==> src/rtl/i2c_irq_pkg.sv <==
package i2c_irq_pkg;
   localparam int IDX_RX_FULL  = 2;
   localparam int IDX_TX_EMPTY = 4;
   localparam int IDX_TX_ABRT  = 6;

   localparam int ADR_MASKED   = 0;
   localparam int ADR_RAW      = 1;
   localparam int ADR_MASK     = 2;
   localparam int ADR_CAUSE    = 3;
   localparam int ADR_CLR_ALL  = 4;
   localparam int ADR_CLR_BASE = 5;
endpackage

==> src/rtl/i2c_irq_src_bit.sv <==
module i2c_irq_src_bit #(
   parameter bit IS_LEVEL = 1'b0
) (
   input  logic clk,
   input  logic rst_n,
   input  logic evt,
   input  logic lvl,
   input  logic clr,
   output logic stat
);
   generate
      if (IS_LEVEL) begin : g_level
         logic unused_lvl_path;
         assign unused_lvl_path = ^{evt, clr, clk, rst_n};
         assign stat = lvl;
      end else begin : g_latch
         logic stat_q;
         logic unused_lat_path;
         assign unused_lat_path = lvl;
         always_ff @(posedge clk) begin
            if (!rst_n)   stat_q <= 1'b0;
            else if (evt) stat_q <= 1'b1;
            else if (clr) stat_q <= 1'b0;
         end
         assign stat = stat_q;
      end
   endgenerate
endmodule

==> src/rtl/i2c_irq_abort_cause.sv <==
module i2c_irq_abort_cause #(
   parameter int CAUSE_W = 13
) (
   input  logic               clk,
   input  logic               rst_n,
   input  logic               capture,
   input  logic [CAUSE_W-1:0] cause_in,
   input  logic               clear,
   output logic [CAUSE_W-1:0] cause_q
);
   always_ff @(posedge clk) begin
      if (!rst_n)                 cause_q <= '0;
      else if (capture && clear)  cause_q <= cause_in;
      else if (clear)             cause_q <= '0;
      else if (capture)           cause_q <= cause_q | cause_in;
   end
endmodule

==> src/rtl/i2c_irq_decode.sv <==
module i2c_irq_decode
   import i2c_irq_pkg::*;
#(
   parameter int ADDR_W = 5,
   parameter int SRC_N  = 12
) (
   input  logic              bus_rd,
   input  logic [ADDR_W-1:0] bus_addr,
   output logic [SRC_N-1:0]  clr_one,
   output logic              clr_all
);
   assign clr_all = bus_rd && (bus_addr == ADDR_W'(ADR_CLR_ALL));

   generate
      for (genvar i = 0; i < SRC_N; i++) begin : g_clr
         assign clr_one[i] = bus_rd && (bus_addr == ADDR_W'(ADR_CLR_BASE + i));
      end
   endgenerate
endmodule

==> src/rtl/i2c_irq_status_unit.sv <==
module i2c_irq_status_unit
   import i2c_irq_pkg::*;
#(
   parameter int              SRC_N     = 12,
   parameter int              CAUSE_W   = 13,
   parameter int              ADDR_W    = 5,
   parameter int              DATA_W    = 32,
   parameter logic [SRC_N-1:0] LEVEL_SRC = 12'h014,
   parameter logic [SRC_N-1:0] MASK_RST  = 12'h254
) (
   input  logic               clk,
   input  logic               rst_n,
   input  logic [SRC_N-1:0]   evt_pulse,
   input  logic [SRC_N-1:0]   lvl_in,
   input  logic [CAUSE_W-1:0] abort_cause,
   input  logic               bus_rd,
   input  logic               bus_wr,
   input  logic [ADDR_W-1:0]  bus_addr,
   input  logic [DATA_W-1:0]  bus_wdata,
   output logic [DATA_W-1:0]  bus_rdata,
   output logic               irq
);
   localparam int ADDR_SPAN = ADR_CLR_BASE + SRC_N;

   generate
      if (CAUSE_W >= DATA_W || SRC_N >= CAUSE_W) begin : g_bad_width
         $error("widths must satisfy SRC_N < CAUSE_W < DATA_W");
      end
      if ((2 ** ADDR_W) < ADDR_SPAN) begin : g_bad_addr
         $error("ADDR_W too narrow for the clear addresses");
      end
      if (IDX_TX_ABRT >= SRC_N) begin : g_bad_idx
         $error("tx abort index outside source range");
      end
   endgenerate

   logic [SRC_N-1:0]   raw_stat;
   logic [SRC_N-1:0]   mask_q;
   logic [CAUSE_W-1:0] cause_q;
   logic [SRC_N-1:0]   clr_one;
   logic               clr_all;
   logic [DATA_W-1:0]  rd_next;
   logic               unused_wdata;

   assign unused_wdata = ^bus_wdata[DATA_W-1:SRC_N];

   i2c_irq_decode #(.ADDR_W(ADDR_W), .SRC_N(SRC_N)) u_decode (
      .bus_rd   (bus_rd),
      .bus_addr (bus_addr),
      .clr_one  (clr_one),
      .clr_all  (clr_all)
   );

   generate
      for (genvar i = 0; i < SRC_N; i++) begin : g_src
         i2c_irq_src_bit #(.IS_LEVEL(LEVEL_SRC[i])) u_bit (
            .clk   (clk),
            .rst_n (rst_n),
            .evt   (evt_pulse[i]),
            .lvl   (lvl_in[i]),
            .clr   (clr_one[i] | clr_all),
            .stat  (raw_stat[i])
         );
      end
   endgenerate

   i2c_irq_abort_cause #(.CAUSE_W(CAUSE_W)) u_cause (
      .clk      (clk),
      .rst_n    (rst_n),
      .capture  (evt_pulse[IDX_TX_ABRT]),
      .cause_in (abort_cause),
      .clear    (clr_one[IDX_TX_ABRT]),
      .cause_q  (cause_q)
   );

   always_ff @(posedge clk) begin
      if (!rst_n) mask_q <= MASK_RST;
      else if (bus_wr && bus_addr == ADDR_W'(ADR_MASK)) mask_q <= bus_wdata[SRC_N-1:0];
   end

   always_comb begin
      rd_next = '0;
      if (bus_addr == ADDR_W'(ADR_MASKED))     rd_next = DATA_W'(raw_stat & mask_q);
      else if (bus_addr == ADDR_W'(ADR_RAW))   rd_next = DATA_W'(raw_stat);
      else if (bus_addr == ADDR_W'(ADR_MASK))  rd_next = DATA_W'(mask_q);
      else if (bus_addr == ADDR_W'(ADR_CAUSE)) rd_next = DATA_W'(cause_q);
   end

   always_ff @(posedge clk) begin
      if (!rst_n) begin
         bus_rdata <= '0;
         irq       <= 1'b0;
      end else begin
         if (bus_rd) bus_rdata <= rd_next;
         irq <= |(raw_stat & mask_q);
      end
   end
endmodule


==> config.mk <==
export PLATFORM = sky130hd
export DESIGN_NAME = i2c_irq_status_unit
export DESIGN_NICKNAME = d
export VERILOG_FILES = /design/src/rtl/i2c_irq_pkg.sv /design/src/rtl/i2c_irq_src_bit.sv /design/src/rtl/i2c_irq_abort_cause.sv /design/src/rtl/i2c_irq_decode.sv /design/src/rtl/i2c_irq_status_unit.sv
export SDC_FILE = /design/constraint.sdc
export NUM_CORES = 1
export LEC_CHECK = 0
export ABC_AREA = 1
export BUFFER_PORTS_ARGS = -buffer_cell sky130_fd_sc_hd__buf_2
export CAP_MARGIN = 20
export CORE_ASPECT_RATIO = 2
export CORE_MARGIN = 3
export CORE_UTILIZATION = 44
export DETAILED_ROUTE_END_ITERATION = 8
export GPL_TIMING_DRIVEN = 1
export PLACE_DENSITY = 0.76
export SKIP_LAST_GASP = 1
export SYNTH_ARGS = -nofsm -noshare
export SYNTH_HDL_FRONTEND = slang
export SYNTH_HIERARCHICAL = 1
export SYNTH_SLANG_ARGS = --single-unit
==> constraint.sdc <==
create_clock -name clk -period 1.2 [get_ports clk]
set_input_delay 0.24 -clock clk [delete_from_list [all_inputs] [get_ports clk]]
set_output_delay 0.24 -clock clk [all_outputs]
set_load 0.01 [all_outputs]
==> metrics.md <==
| Metric | Value |
|---|---|
| Mean routed wirelength per cell | roughly 13 um |
| Mapped Area | between 0.002 and 0.003 sq mm |
| Placed Area | 0.00332 sq mm |
| Clk slew on worst S/H paths | approximately 0.060 ns |
| Drt via density | 4.90 |
| Finished Core Util | 0.572 |
| Cells after synthesis | 399 |
| Synthesis-to-finish area growth | 24.7% |
| Dpl hpwl | 5.95 mm |
| Initial Util | 0.459 |
| Die ar. | 0.00736 sq mm |
| Fin. Hold Viols | 0 |
| Hold Path Class | input pin to register |
| Leading cell type in the layout, fill and taps excluded | nand2_1 |
| Total clock buffers created by CTS | 5 |
| Largest net degree at the start of global routing | 26 |
| Leakage | roughly 1.7 nW |
| Core area | 0.00606 sq mm |
| Max VDD drop | 655 uV |
| Share of cells above drive strength 1 | 0.306 |
| Placer Congestion | 0.882 |
| Gr usage total | 0.209 |
| Critical path fanouts, max | 3 |
| Period utilisation layout | 0.924 |
| Most frequent cells in the layout | 93 x nand2_1, 59 x buf_2, 49 x dfxtp_1, 44 x inv_1 |
| Max clock buf depth | 2 |
| Post-Place Setup Slack | -0.283 ns |
| H-tree depth | 2 |
| FP Rows | 40 |
| DR DRC count | 0 |
| Placed Cells incl. Taps | 557 |
| Routed vias | 2,767 |
| Die Height | around 120 um |
| Final WL | 7.36 mm |
| Vias in the first global route | approximately 2,700 |
| Critical path type | register to register |
| Crit. End Element | register |
| Max-Cap Viols | 0 |
| Sequential cell area | 981 sq um |
| Die W | 62.2 um |
| First-pass GRT wire length | 12.1 mm |
| Ant diodes | 0 |
| Area occupied by multi-input gates | between 0.001 and 0.0015 sq mm |
| Drt pass-1 iters | 4 |
| Nets | 558 |
| Filler cells | 629 |
| Final setup violation count | 0 |
| Setup ws final | between 0.09 and 0.1 ns |
| Yosys Warn Count | 6 |
| Number of nets still failing antenna checks after routing | 0 |
| Unrepaired setup endpoints after global routing | no |
| Io pins | 111 |
| Initial antenna violation count | 0 |
| Req. time, crit path | 1.37 ns |
| Worst skew pair latency | 0.29 ns |
| Setup Total Neg Slack | 0 ns |
| Gr ovfl total | 0 |
| Critical Path AT | about 1.3 ns |
| # hold bufs at CTS | 0 |
| Initial DRC count | 107 |
| CTS sink count | 49 |
| TritonCTS clock tree | done |
| Final Cell Area | 0.00346 sq mm |
| Post-Syn Area per Cell | 6.96 sq um |
| # port buffers | 59 |
| Post-route insts no fill | 565 |
| Clock root cell | clkbuf_16 |
| CP startpoint kind | register |
| Max Slew Vio Count | 0 |
| Status | finished clean |
| Clock Skews | 0.00444 ns |
| Final min period | 1.11 ns |
| Maximum clock rate | 0.902 GHz |
| Power density cells | around 1100 mW/mm^2 |
-- metrics by stage --
step           total power [mW]  hold WS [ns]
5_1_grt                    3.81         0.173
6_report                   3.66         0.158
2_1_floorplan              2.13         0.362
3_5_place_dp               2.34         0.452
3_3_place_gp               2.32         0.448
4_1_cts                    3.69         0.157
-- report_power, final --
| group | internal (mW) | switching (mW) | total [mW] | leakage (nW) |
|---|---|---|---|---|
| registers | 1.70 | 0.0480 | 1.75 | 0.402 |
| logic | 0.242 | 0.319 | 0.561 | 1.22 |
| clock network | 0.776 | 0.579 | 1.36 | 0.0652 |
| total | 2.72 | 0.946 | 3.66 | 1.69 |
-- routing by layer --
| metal | global-route usage | share of wire |
|---|---|---|
| met1 | 0.202 | 0.35 |
| met2 | 0.396 | 0.56 |
| met3 | 0.0323 | 0.045 |
| met4 | 0.139 | 0.050 |
| met5 | 0 | 0 |
-- sequential cells by signal (all words and copies together) (netlist names) --
register          cells
irq                   1
mask_q               12
u_cause/cause_q      13
bus_rdata            13
g_src.u_bit/stat     10
-- final cells by class --
| class | count | share of cell area |
|---|---|---|
| sequential | 49 | 0.283 |
| timing repair buffer | 98 | 0.191 |
| inverter | 48 | 0.0520 |
| multi-input combinational | 278 | 0.404 |
| tap | 84 | 0.0303 |
| clock buffer | 8 | 0.0394 |
-- worst paths after layout --
path	from	end	depth (start not counted)	slack, ns
hold / removal	bus_wdata[4]	mask_q[4]	3	0.16
setup / recovery	mask_q[0]	irq	4	0.09
hold reg to reg	bus_rdata[4]	bus_rdata[4]	2	0.46
setup reg to reg	mask_q[0]	irq	4	0.09
-- what timing repair did --
item,4_1_cts,5_1_grt
hold endpoints to repair,0,0
gates resized for setup,0,3
setup buffers,0,0
setup endpoints to repair,0,12
-- critical path, stage by stage (launching register included) --
cell and delay, ns:
dfxtp_1 0.36, nand2_1 0.12, nand4_1 0.14, o31ai_2 0.31
inv_1 0.07
Note: power is estimated with default switching activity, not from simulation.
